===== src/rtl/txmb_pkg.sv =====
package txmb_pkg;
    typedef enum logic [2:0] {
        REG_ENABLE  = 3'd0,
        REG_DIR     = 3'd1,
        REG_REQ_SET = 3'd2,
        REG_ACK_CLR = 3'd3,
        REG_CTRL    = 3'd4
    } reg_addr_e;

    typedef enum logic [1:0] {
        ST_IDLE = 2'd0,
        ST_BUSY = 2'd1
    } arb_state_e;

    // priority field position inside the per-mailbox control word
    localparam int PRIO_LSB = 8;
endpackage


===== src/rtl/txmb_regs.sv =====
module txmb_regs
    import txmb_pkg::*;
#(
    parameter int NUM_MBX = 32,
    parameter int PRIO_W  = 6,
    parameter int DATA_W  = 32,
    localparam int IDX_W  = $clog2(NUM_MBX)
) (
    input  logic                      clk,
    input  logic                      rst_n,
    input  logic                      wr_en,
    input  logic [2:0]                wr_addr,
    input  logic [IDX_W-1:0]          wr_mbx,
    input  logic [DATA_W-1:0]         wr_data,
    input  logic                      cmpl,
    input  logic [IDX_W-1:0]          cmpl_idx,
    output logic [NUM_MBX-1:0]        en_q,
    output logic [NUM_MBX-1:0]        dir_q,
    output logic [NUM_MBX-1:0]        req_q,
    output logic [NUM_MBX-1:0]        ack_q,
    output logic [NUM_MBX*PRIO_W-1:0] prio_flat
);
    logic [NUM_MBX-1:0] done_mask, set_mask, clr_mask;

    always_comb begin
        done_mask = cmpl ? ({{(NUM_MBX-1){1'b0}}, 1'b1} << cmpl_idx) : '0;
        set_mask  = (wr_en && wr_addr == REG_REQ_SET) ? wr_data[NUM_MBX-1:0] : '0;
        clr_mask  = (wr_en && wr_addr == REG_ACK_CLR) ? wr_data[NUM_MBX-1:0] : '0;
    end

    always_ff @(posedge clk) begin
        if (!rst_n) begin
            en_q  <= '0;
            dir_q <= '0;
            req_q <= '0;
            ack_q <= '0;
        end else begin
            if (wr_en && wr_addr == REG_ENABLE) en_q  <= wr_data[NUM_MBX-1:0];
            if (wr_en && wr_addr == REG_DIR)    dir_q <= wr_data[NUM_MBX-1:0];
            // a new request beats the completion retiring the same bit
            req_q <= (req_q & ~done_mask) | set_mask;
            // an acknowledge being raised beats a clear in the same cycle
            ack_q <= (ack_q & ~clr_mask) | done_mask;
        end
    end

    for (genvar g = 0; g < NUM_MBX; g++) begin : g_prio
        logic [PRIO_W-1:0] prio_r;
        always_ff @(posedge clk) begin
            if (!rst_n)
                prio_r <= '0;
            else if (wr_en && wr_addr == REG_CTRL && wr_mbx == IDX_W'(g))
                prio_r <= wr_data[PRIO_LSB +: PRIO_W];
        end
        assign prio_flat[g*PRIO_W +: PRIO_W] = prio_r;
    end
endmodule


===== src/rtl/txmb_pick.sv =====
module txmb_pick #(
    parameter int NUM_MBX = 32,
    parameter int PRIO_W  = 6,
    localparam int IDX_W  = $clog2(NUM_MBX)
) (
    input  logic [NUM_MBX-1:0]        elig,
    input  logic [NUM_MBX*PRIO_W-1:0] prio_flat,
    output logic                      any_elig,
    output logic [IDX_W-1:0]          win_idx
);
    logic [PRIO_W-1:0] best;

    // ascending scan with >= lets a later (higher) index take a tie
    always_comb begin
        any_elig = 1'b0;
        best     = '0;
        win_idx  = '0;
        for (int i = 0; i < NUM_MBX; i++) begin
            if (elig[i] && (!any_elig || prio_flat[i*PRIO_W +: PRIO_W] >= best)) begin
                any_elig = 1'b1;
                best     = prio_flat[i*PRIO_W +: PRIO_W];
                win_idx  = IDX_W'(i);
            end
        end
    end
endmodule


===== src/rtl/txmb_fsm.sv =====
module txmb_fsm
    import txmb_pkg::*;
#(
    parameter int NUM_MBX = 32,
    localparam int IDX_W  = $clog2(NUM_MBX)
) (
    input  logic             clk,
    input  logic             rst_n,
    input  logic             any_elig,
    input  logic [IDX_W-1:0] win_idx,
    input  logic             tx_done,
    input  logic             tx_abort,
    output logic             tx_valid,
    output logic [IDX_W-1:0] tx_index,
    output logic             cmpl,
    output logic [IDX_W-1:0] cmpl_idx
);
    arb_state_e       state_q, state_d;
    logic [IDX_W-1:0] idx_q;
    logic             load;

    always_ff @(posedge clk) begin
        if (!rst_n) begin
            state_q <= ST_IDLE;
            idx_q   <= '0;
        end else begin
            state_q <= state_d;
            if (load) idx_q <= win_idx;
        end
    end

    always_comb begin
        state_d = state_q;
        load    = 1'b0;
        cmpl    = 1'b0;
        unique case (state_q)
            ST_IDLE: begin
                if (any_elig) begin
                    load    = 1'b1;
                    state_d = ST_BUSY;
                end
            end
            ST_BUSY: begin
                if (tx_done) begin
                    cmpl    = 1'b1;
                    state_d = ST_IDLE;
                end else if (tx_abort) begin
                    state_d = ST_IDLE;
                end
            end
            default: state_d = ST_IDLE;
        endcase
        tx_valid = (state_q == ST_BUSY);
        tx_index = idx_q;
        cmpl_idx = idx_q;
    end
endmodule


===== src/rtl/txmb_arbiter.sv =====
module txmb_arbiter #(
    parameter int NUM_MBX = 32,
    parameter int PRIO_W  = 6,
    parameter int DATA_W  = 32,
    localparam int IDX_W  = $clog2(NUM_MBX)
) (
    input  logic               clk,
    input  logic               rst_n,
    input  logic               wr_en,
    input  logic [2:0]         wr_addr,
    input  logic [IDX_W-1:0]   wr_mbx,
    input  logic [DATA_W-1:0]  wr_data,
    input  logic               tx_done,
    input  logic               tx_abort,
    output logic               tx_valid,
    output logic [IDX_W-1:0]   tx_index,
    output logic [NUM_MBX-1:0] en_q,
    output logic [NUM_MBX-1:0] dir_q,
    output logic [NUM_MBX-1:0] req_q,
    output logic [NUM_MBX-1:0] ack_q
);
    logic [NUM_MBX*PRIO_W-1:0] prio_flat;
    logic [NUM_MBX-1:0]        elig;
    logic                      any_elig, cmpl;
    logic [IDX_W-1:0]          win_idx, cmpl_idx;

    txmb_regs #(.NUM_MBX(NUM_MBX), .PRIO_W(PRIO_W), .DATA_W(DATA_W)) u_regs (
        .clk(clk), .rst_n(rst_n), .wr_en(wr_en), .wr_addr(wr_addr),
        .wr_mbx(wr_mbx), .wr_data(wr_data), .cmpl(cmpl), .cmpl_idx(cmpl_idx),
        .en_q(en_q), .dir_q(dir_q), .req_q(req_q), .ack_q(ack_q),
        .prio_flat(prio_flat)
    );

    assign elig = en_q & ~dir_q & req_q;

    txmb_pick #(.NUM_MBX(NUM_MBX), .PRIO_W(PRIO_W)) u_pick (
        .elig(elig), .prio_flat(prio_flat), .any_elig(any_elig), .win_idx(win_idx)
    );

    txmb_fsm #(.NUM_MBX(NUM_MBX)) u_fsm (
        .clk(clk), .rst_n(rst_n), .any_elig(any_elig), .win_idx(win_idx),
        .tx_done(tx_done), .tx_abort(tx_abort), .tx_valid(tx_valid),
        .tx_index(tx_index), .cmpl(cmpl), .cmpl_idx(cmpl_idx)
    );
endmodule


===== config.mk =====
export PLATFORM = sky130hd
export DESIGN_NAME = txmb_arbiter
export DESIGN_NICKNAME = d
export VERILOG_FILES = /design/src/rtl/txmb_pkg.sv /design/src/rtl/txmb_regs.sv /design/src/rtl/txmb_pick.sv /design/src/rtl/txmb_fsm.sv /design/src/rtl/txmb_arbiter.sv
export SDC_FILE = /design/constraint.sdc
export NUM_CORES = 1
export LEC_CHECK = 0
export BUFFER_PORTS_ARGS = -buffer_cell sky130_fd_sc_hd__buf_2
export CAP_MARGIN = 25
export CORE_ASPECT_RATIO = 0.6
export CORE_MARGIN = 5
export CORE_UTILIZATION = 43
export DETAILED_ROUTE_END_ITERATION = 8
export GPL_TIMING_DRIVEN = 1
export SLEW_MARGIN = 20
export SYNTH_ARGS = -nofsm -noshare
export SYNTH_HDL_FRONTEND = slang
export SYNTH_SLANG_ARGS = --single-unit

===== constraint.sdc =====
create_clock -name clk -period 61.4 [get_ports clk]
set_input_delay 0 -clock clk [delete_from_list [all_inputs] [get_ports clk]]
set_output_delay 0 -clock clk [all_outputs]
set_load 0.02 [all_outputs]

==> flow_summary.toml, run 1 <==
[finish]
synthToLayoutAreaGrowth_pct = 15.42
fillers = 4862
final_cell_count_no_fill = 3624
nNetsFinal = 3089
layout-drive-gt1-share = 0.1423
post-route-util = 0.4990
diodes = 0

[sta]
worst_hold_slack_ns = -0.03641
final_max_slew_viol_count = 0
hold_violations = 8
finClkSkew_ns = 0.02798
setup_viol = 0
min_period_ns = 57.50
slew_headroom = 0.1322
max_freq_mhz = 17.39
tightest_slew_ns = 1.292
setup_ws_ns = 3.898
finalCritPeriodShare = 0.9365

[worst_hold_path]
hp-class = "in2reg"
holdCritStartpoint = "rst_n"

[floorplan]
die-area_um2 = 55730
dieHeight_um = 184.9
floorplan.rows = 64
fp.dieW_um = 301.4
start_util = 0.4323
io_pins = 179
core_um2 = 50690

[critical_path]
critPathLaunchType = "flip-flop"
r2r_cells = 289
cp_common_cell = "ha_1"
critPathTopFamily = "compound AO/OA/AOI/OAI gates"
crit_path_end_kind = "flip-flop"
worst-path-stages = 289
crit_fanout = 13
startpoint = "u_regs.en_q[0]"
cpPeakStageDelay_ns = 0.58
r2r-end = "u_fsm.cmpl_idx[4]"
worstReg2RegStart = "u_regs.en_q[0]"
critPathCapture = "u_fsm.cmpl_idx[4]"
r2r_slack_ns = 3.90
cp.arrival_ns = 57.91
cp.required_ns = 61.81
criticalPathCategory = "reg2reg"
cp_num_buf_inv = 8
cp_slowest_cell = "or4b_4"

[synth]
async_flop_share = 0
yosysUniqueCellTypes = 103
yosysWarningCount = 0
seq_area_frac_synth = 0.2978
yosysMostFrequentCell = "nand2_1"
yosys-top-cells-area = "dfxtp_1 30%, mux2i_1 8.7%, ha_1 7.9%"
synth_top_area_share = 0.2978
syn_nets = 2932
syn_inst = 2749
synth_edf_count = 0
yosysTopAreaCell = "dfxtp_1"
syn_avg_cell_area_um2 = 7.972
synth_area_um2 = 21910
synth_flop_cell = "dfxtp_1"
ys_ff_latch = 326
synth_commonest_cells = "382 x nand2_1, 326 x dfxtp_1, 197 x nor2b_1"

[clocking]
numClockSinks = 326
cts.path.max_buffers = 3
clock_latency_ns = 0.55
htreeDepth = 2
root_buffer = "clkbuf_16"
cts_buffers = 35
path_clk_slew_ns = 0.07
cts_tree = "done"

[routing]
first_pass_iters = 5
viasPerCell = 5.784
routed_wl_um = 76610
post_drt_wl_per_cell_um = 21.14
drtIter0Drc = 2025
drcViolationCount = 0
vias = 20961
antenna_left = 0

[global_route]
grt_max_degree = 141
met3_usage = 0.07052
grt_use_met1 = 0.4026
antenna_found_initial = 2
grt_pass1_wl_um = 115400
track_usage = 0.2620
overflow = 0
grt_pass1_vias = 19299
top_usage_layer = "met1"
grt_util_met2 = 0.3578

[power_and_ir_drop]
p_leak_nw = 9.871
power.total_mw = 0.4641
powerDensity_nw_per_um2 = 18.35
peakVddDrop_v = 0.00001675

[place]
port_buffers = 178
dp_slack_ns = -0.9672
hpwl_um = 55490
place.gp.congestion = 0.9693
dpl.cell_count = 3508

[status]
violations = "negative hold slack"
outcome = "finished, violations left"

[flow_run]
max-cap-violations = 0
[cell usage in the layout (no fill, tap or decap), types with 84 or more instances in the layout]
master      n
a21boi_0  135
o21ai_0   143
nand3_1    84
a21oi_1   122
dfxtp_1   326
nor2b_1   195
mux2i_1   189
inv_1     130
nor2_1    140
buf_2     178
ha_1      138
nand2_1   381
[where the power goes]
| part | internal [mW] | leakage, nW | switching, mW |
|---|---|---|---|
| registers | 0.213 | 2.63 | 0.00168 |
| clock network | 0.124 | 0.567 | 0.0946 |
| logic | 0.0107 | 6.68 | 0.0205 |
| total | 0.347 | 9.87 | 0.117 |
[cell type report]
class / instances / area, um2 / area share
clock buffers: 44 / 950.9 / 0.03760
clock inverters: 18 / 193.9 / 0.007668
inverters: 130 / 488.0 / 0.01929
multi-input cells: 2164 / 14720 / 0.5818
flip-flops and latches: 326 / 6526 / 0.2580
well taps: 693 / 867.1 / 0.03428
repair buffers: 249 / 1550 / 0.06129
[per-stage QoR]
step | cell area, um2 | setup TNS (ns)
floorplan | 21910 | 0
global placement | 23320 | 0
detailed placement | 23360 | -3.931
CTS | 24840 | 0
global route | 25290 | -0.4936
finish | 25290 | 0
[timing repair]
action                                 in CTS  in global routing
endpoints found under the hold margin     111                  0
hold buffers                               31                  0
buffers inserted                            0                 22
pin swaps                                   0                 10
setup endpoints to repair                   5                  5
gates resized for setup                     6                 62
gates cloned                                0                  0
[cells by family (layout without fill, tap and decap cells)]
group,after synthesis,after routing,synth area share
simple gates,1102,1102,0.2566
buf+inv,259,441,0.04528
fa+ha+maj,142,142,0.08067
flops,326,326,0.2978
compound gates,690,690,0.2118
xor+xnor,3,3,0.001199
mux,227,227,0.1066
[worst min-delay path by stage]
stage                             endpoint  slack [ns]  cells past startpoint
2_1_floorplan             u_regs.req_q[24]        0.14                      2
3_3_place_gp               u_regs.dir_q[1]        0.29                      3
3_5_place_dp              u_regs.req_q[26]        0.29                      3
4_1_cts        u_regs.g_prio[28].prio_r[2]        0.05                      5
5_1_grt        u_regs.g_prio[20].prio_r[2]        0.06                      4
6_report                    u_regs.en_q[3]       -0.04                      2
[flip-flops by register name, summed over array words and instances, names as in the netlist]
| name | count |
|---|---|
| u_regs.g_prio.prio_r | 192 |
| u_regs.dir_q | 32 |
| u_regs.req_q | 32 |
| u_regs.en_q | 32 |
| u_regs.ack_q | 32 |
| u_fsm.state_q | 1 |
| u_fsm.cmpl_idx | 5 |
[worst register-to-register path: cells and delay by family (launching register included)]
family / cells / cell delay [ns]
AOI/OAI and AO/OA: 141 / 27.14
and+or+nand+nor: 88 / 13.44
adders and majority gates: 35 / 10.12
muxes: 17 / 5.54
buffers and inverters: 8 / 0.75
DFF: 1 / 0.43
[metal layers]
layer,wire length [um],vias up
met2,29170,907
met5,158,-
met1,38050,9899
met3,7371,116
li1,-,10035
met4,1858,4
No activity file was read; power rests on OpenSTA's default activity.
==> run 2: changes to the inputs <==
--- a/config.mk
+++ b/config.mk
@@ -12,6 +12,7 @@
 export CORE_UTILIZATION = 43
 export DETAILED_ROUTE_END_ITERATION = 8
 export GPL_TIMING_DRIVEN = 1
+export PLACE_DENSITY = 0.73
 export SLEW_MARGIN = 20
 export SYNTH_ARGS = -nofsm -noshare
 export SYNTH_HDL_FRONTEND = slang
==> flow_summary.toml, run 2 (synthesis gave the netlist of run 1 again) <==
[floorplan]
die-area_um2 = 55730
dieHeight_um = 184.9
start_util = 0.4323
fp.dieW_um = 301.4
floorplan.rows = 64
core_um2 = 50690
io_pins = 179

[global_route]
grt_pass1_wl_um = 110000
track_usage = 0.2471
antenna_found_initial = 3
top_usage_layer = "met1"
grt_util_met2 = 0.3220
met3_usage = 0.07041
grt_max_degree = 127
grt_pass1_vias = 18410
grt_use_met1 = 0.3900
overflow = 0

[place]
port_buffers = 178
dpl.cell_count = 3510
place.gp.congestion = 1.001
hpwl_um = 51680

[critical_path]
cpPeakStageDelay_ns = 0.58
r2r-end = "u_fsm.cmpl_idx[4]"
criticalPathCategory = "reg2reg"
critPathLaunchType = "flip-flop"
r2r_slack_ns = 3.57
cp.required_ns = 61.81
cp.arrival_ns = 58.25
crit_fanout = 13
r2r_cells = 289
cp_slowest_cell = "or4b_4"
crit_path_end_kind = "flip-flop"
worstReg2RegStart = "u_regs.dir_q[0]"

[clocking]
clock_latency_ns = 0.55
path_clk_slew_ns = 0.07
cts_tree = "done"
cts_buffers = 34
numClockSinks = 326
root_buffer = "clkbuf_16"
htreeDepth = 2
cts.path.max_buffers = 3

[sta]
finClkSkew_ns = 0.01299
hold_violations = 0
slew_headroom = 0.2587
max_freq_mhz = 17.29
final_max_slew_viol_count = 0
tightest_slew_ns = 1.103
finalCritPeriodShare = 0.9419
setup_viol = 0
tns_ns = 0
min_period_ns = 57.83

[status]
outcome = "complete, no violations"

[finish]
synthToLayoutAreaGrowth_pct = 15.47
final_cell_count_no_fill = 3619
largest_reg_flops = 192
final_cell_mix = "381 x nand2_1, 326 x dfxtp_1, 195 x nor2b_1, 191 x mux2i_1, 177 x buf_2"
fillers = 4769
layout_commonest_cell = "nand2_1"
largest-register = "u_regs.g_prio.prio_r"
diodes = 0
nNetsFinal = 3084
layout-drive-gt1-share = 0.1401
post-route-util = 0.4992

[power_and_ir_drop]
powerDensity_nw_per_um2 = 18.48
peakVddDrop_v = 0.00001530
p_leak_nw = 9.879

[routing]
vias = 20904
drcViolationCount = 0
routed_wl_um = 72820
post_drt_wl_per_cell_um = 20.12
first_pass_iters = 6
drtIter0Drc = 2472
viasPerCell = 5.776
antenna_left = 0

[worst_hold_path]
hold_depth = 2
holdCritStartpoint = "rst_n"
hp-class = "in2reg"
min_to = "u_regs.en_q[3]"

[flow_run]
max-cap-violations = 0
==> run 2: cell count changes in the layout (fill, tap and decap cells not counted), sizes merged <==
cell	previous run	this run
o31ai	22	23
clkinv	13	8
a211oi	14	15
clkbuf	44	46
buf	218	212
clkinvlp	1	2
inv	131	132
==> run 2: through the flow <==
step / worst slack, ns / hold slack, ns / cell area, um2 / power [mW]
2_1_floorplan: 7.231 / 0.1449 / 21910 / 0.2360
3_3_place_gp: 1.023 / 0.2921 / 23340 / 0.2474
3_5_place_dp: -0.4799 / 0.2913 / 23360 / 0.2475
4_1_cts: 0.1027 / 0.02245 / 24880 / 0.4697
5_1_grt: -0.2521 / 0.05947 / 25310 / 0.4812
6_report: 3.566 / 0.01799 / 25310 / 0.4677
==> run 2: worst max path at each step <==
stage / start / end / slack [ns] / cells after the start
after CTS: u_regs.dir_q[0] / u_fsm.cmpl_idx[4] / 0.10 / 285
final: u_regs.dir_q[0] / u_fsm.cmpl_idx[4] / 3.57 / 289
after detailed placement: u_regs.dir_q[0] / u_fsm.cmpl_idx[4] / -0.48 / 283
after global routing: u_regs.dir_q[0] / u_fsm.cmpl_idx[3] / -0.25 / 289
after floorplan: u_regs.dir_q[0] / u_fsm.cmpl_idx[4] / 7.23 / 299
after global placement: u_regs.dir_q[0] / u_fsm.cmpl_idx[4] / 1.02 / 279
==> run 2: what timing repair did <==
action | CTS | global route
gates resized for setup | 4 | 62
hold buffers | 31 | 0
setup endpoints to repair | 5 | 5
cloned | 0 | 2
endpoints found under the hold margin | 116 | 0
buffers inserted | 0 | 15
pin swaps | 0 | 7
==> run 2: area by class of cell <==
class / count / area [um2] / area share
Clock buffer: 46 / 997.2 / 0.03941
Clock inverter: 15 / 185.2 / 0.007318
Inverter: 130 / 488.0 / 0.01928
Multi-Input combinational cell: 2166 / 14770 / 0.5835
Sequential cell: 326 / 6526 / 0.2579
Tap cell: 693 / 867.1 / 0.03426
Timing Repair Buffer: 243 / 1475 / 0.05829
==> run 2: report_power, final <==
part / internal (mW) / switching [mW] / total (mW)
clock: 0.128 / 0.0945 / 0.222
sequential: 0.213 / 0.00160 / 0.215
combinational: 0.0107 / 0.0201 / 0.0307
total: 0.352 / 0.116 / 0.468
==> run 2: layer usage <==
metal / share of wire / routed length (um)
met2: 0.38 / 27350
met5: 0.00036 / 26
met1: 0.48 / 35140
met4: 0.023 / 1693
met3: 0.12 / 8605
==> run 2: worst max-delay path, delay by kind of cell, from the launching register on <==
| kind | cells | cell delay, ns |
|---|---|---|
| adders and majority gates | 35 | 9.91 |
| AOI/OAI and AO/OA | 138 | 26.43 |
| and+or+nand+nor | 87 | 13.45 |
| buffers and inverters | 9 | 0.91 |
| muxes | 20 | 6.60 |
| DFF | 1 | 0.33 |
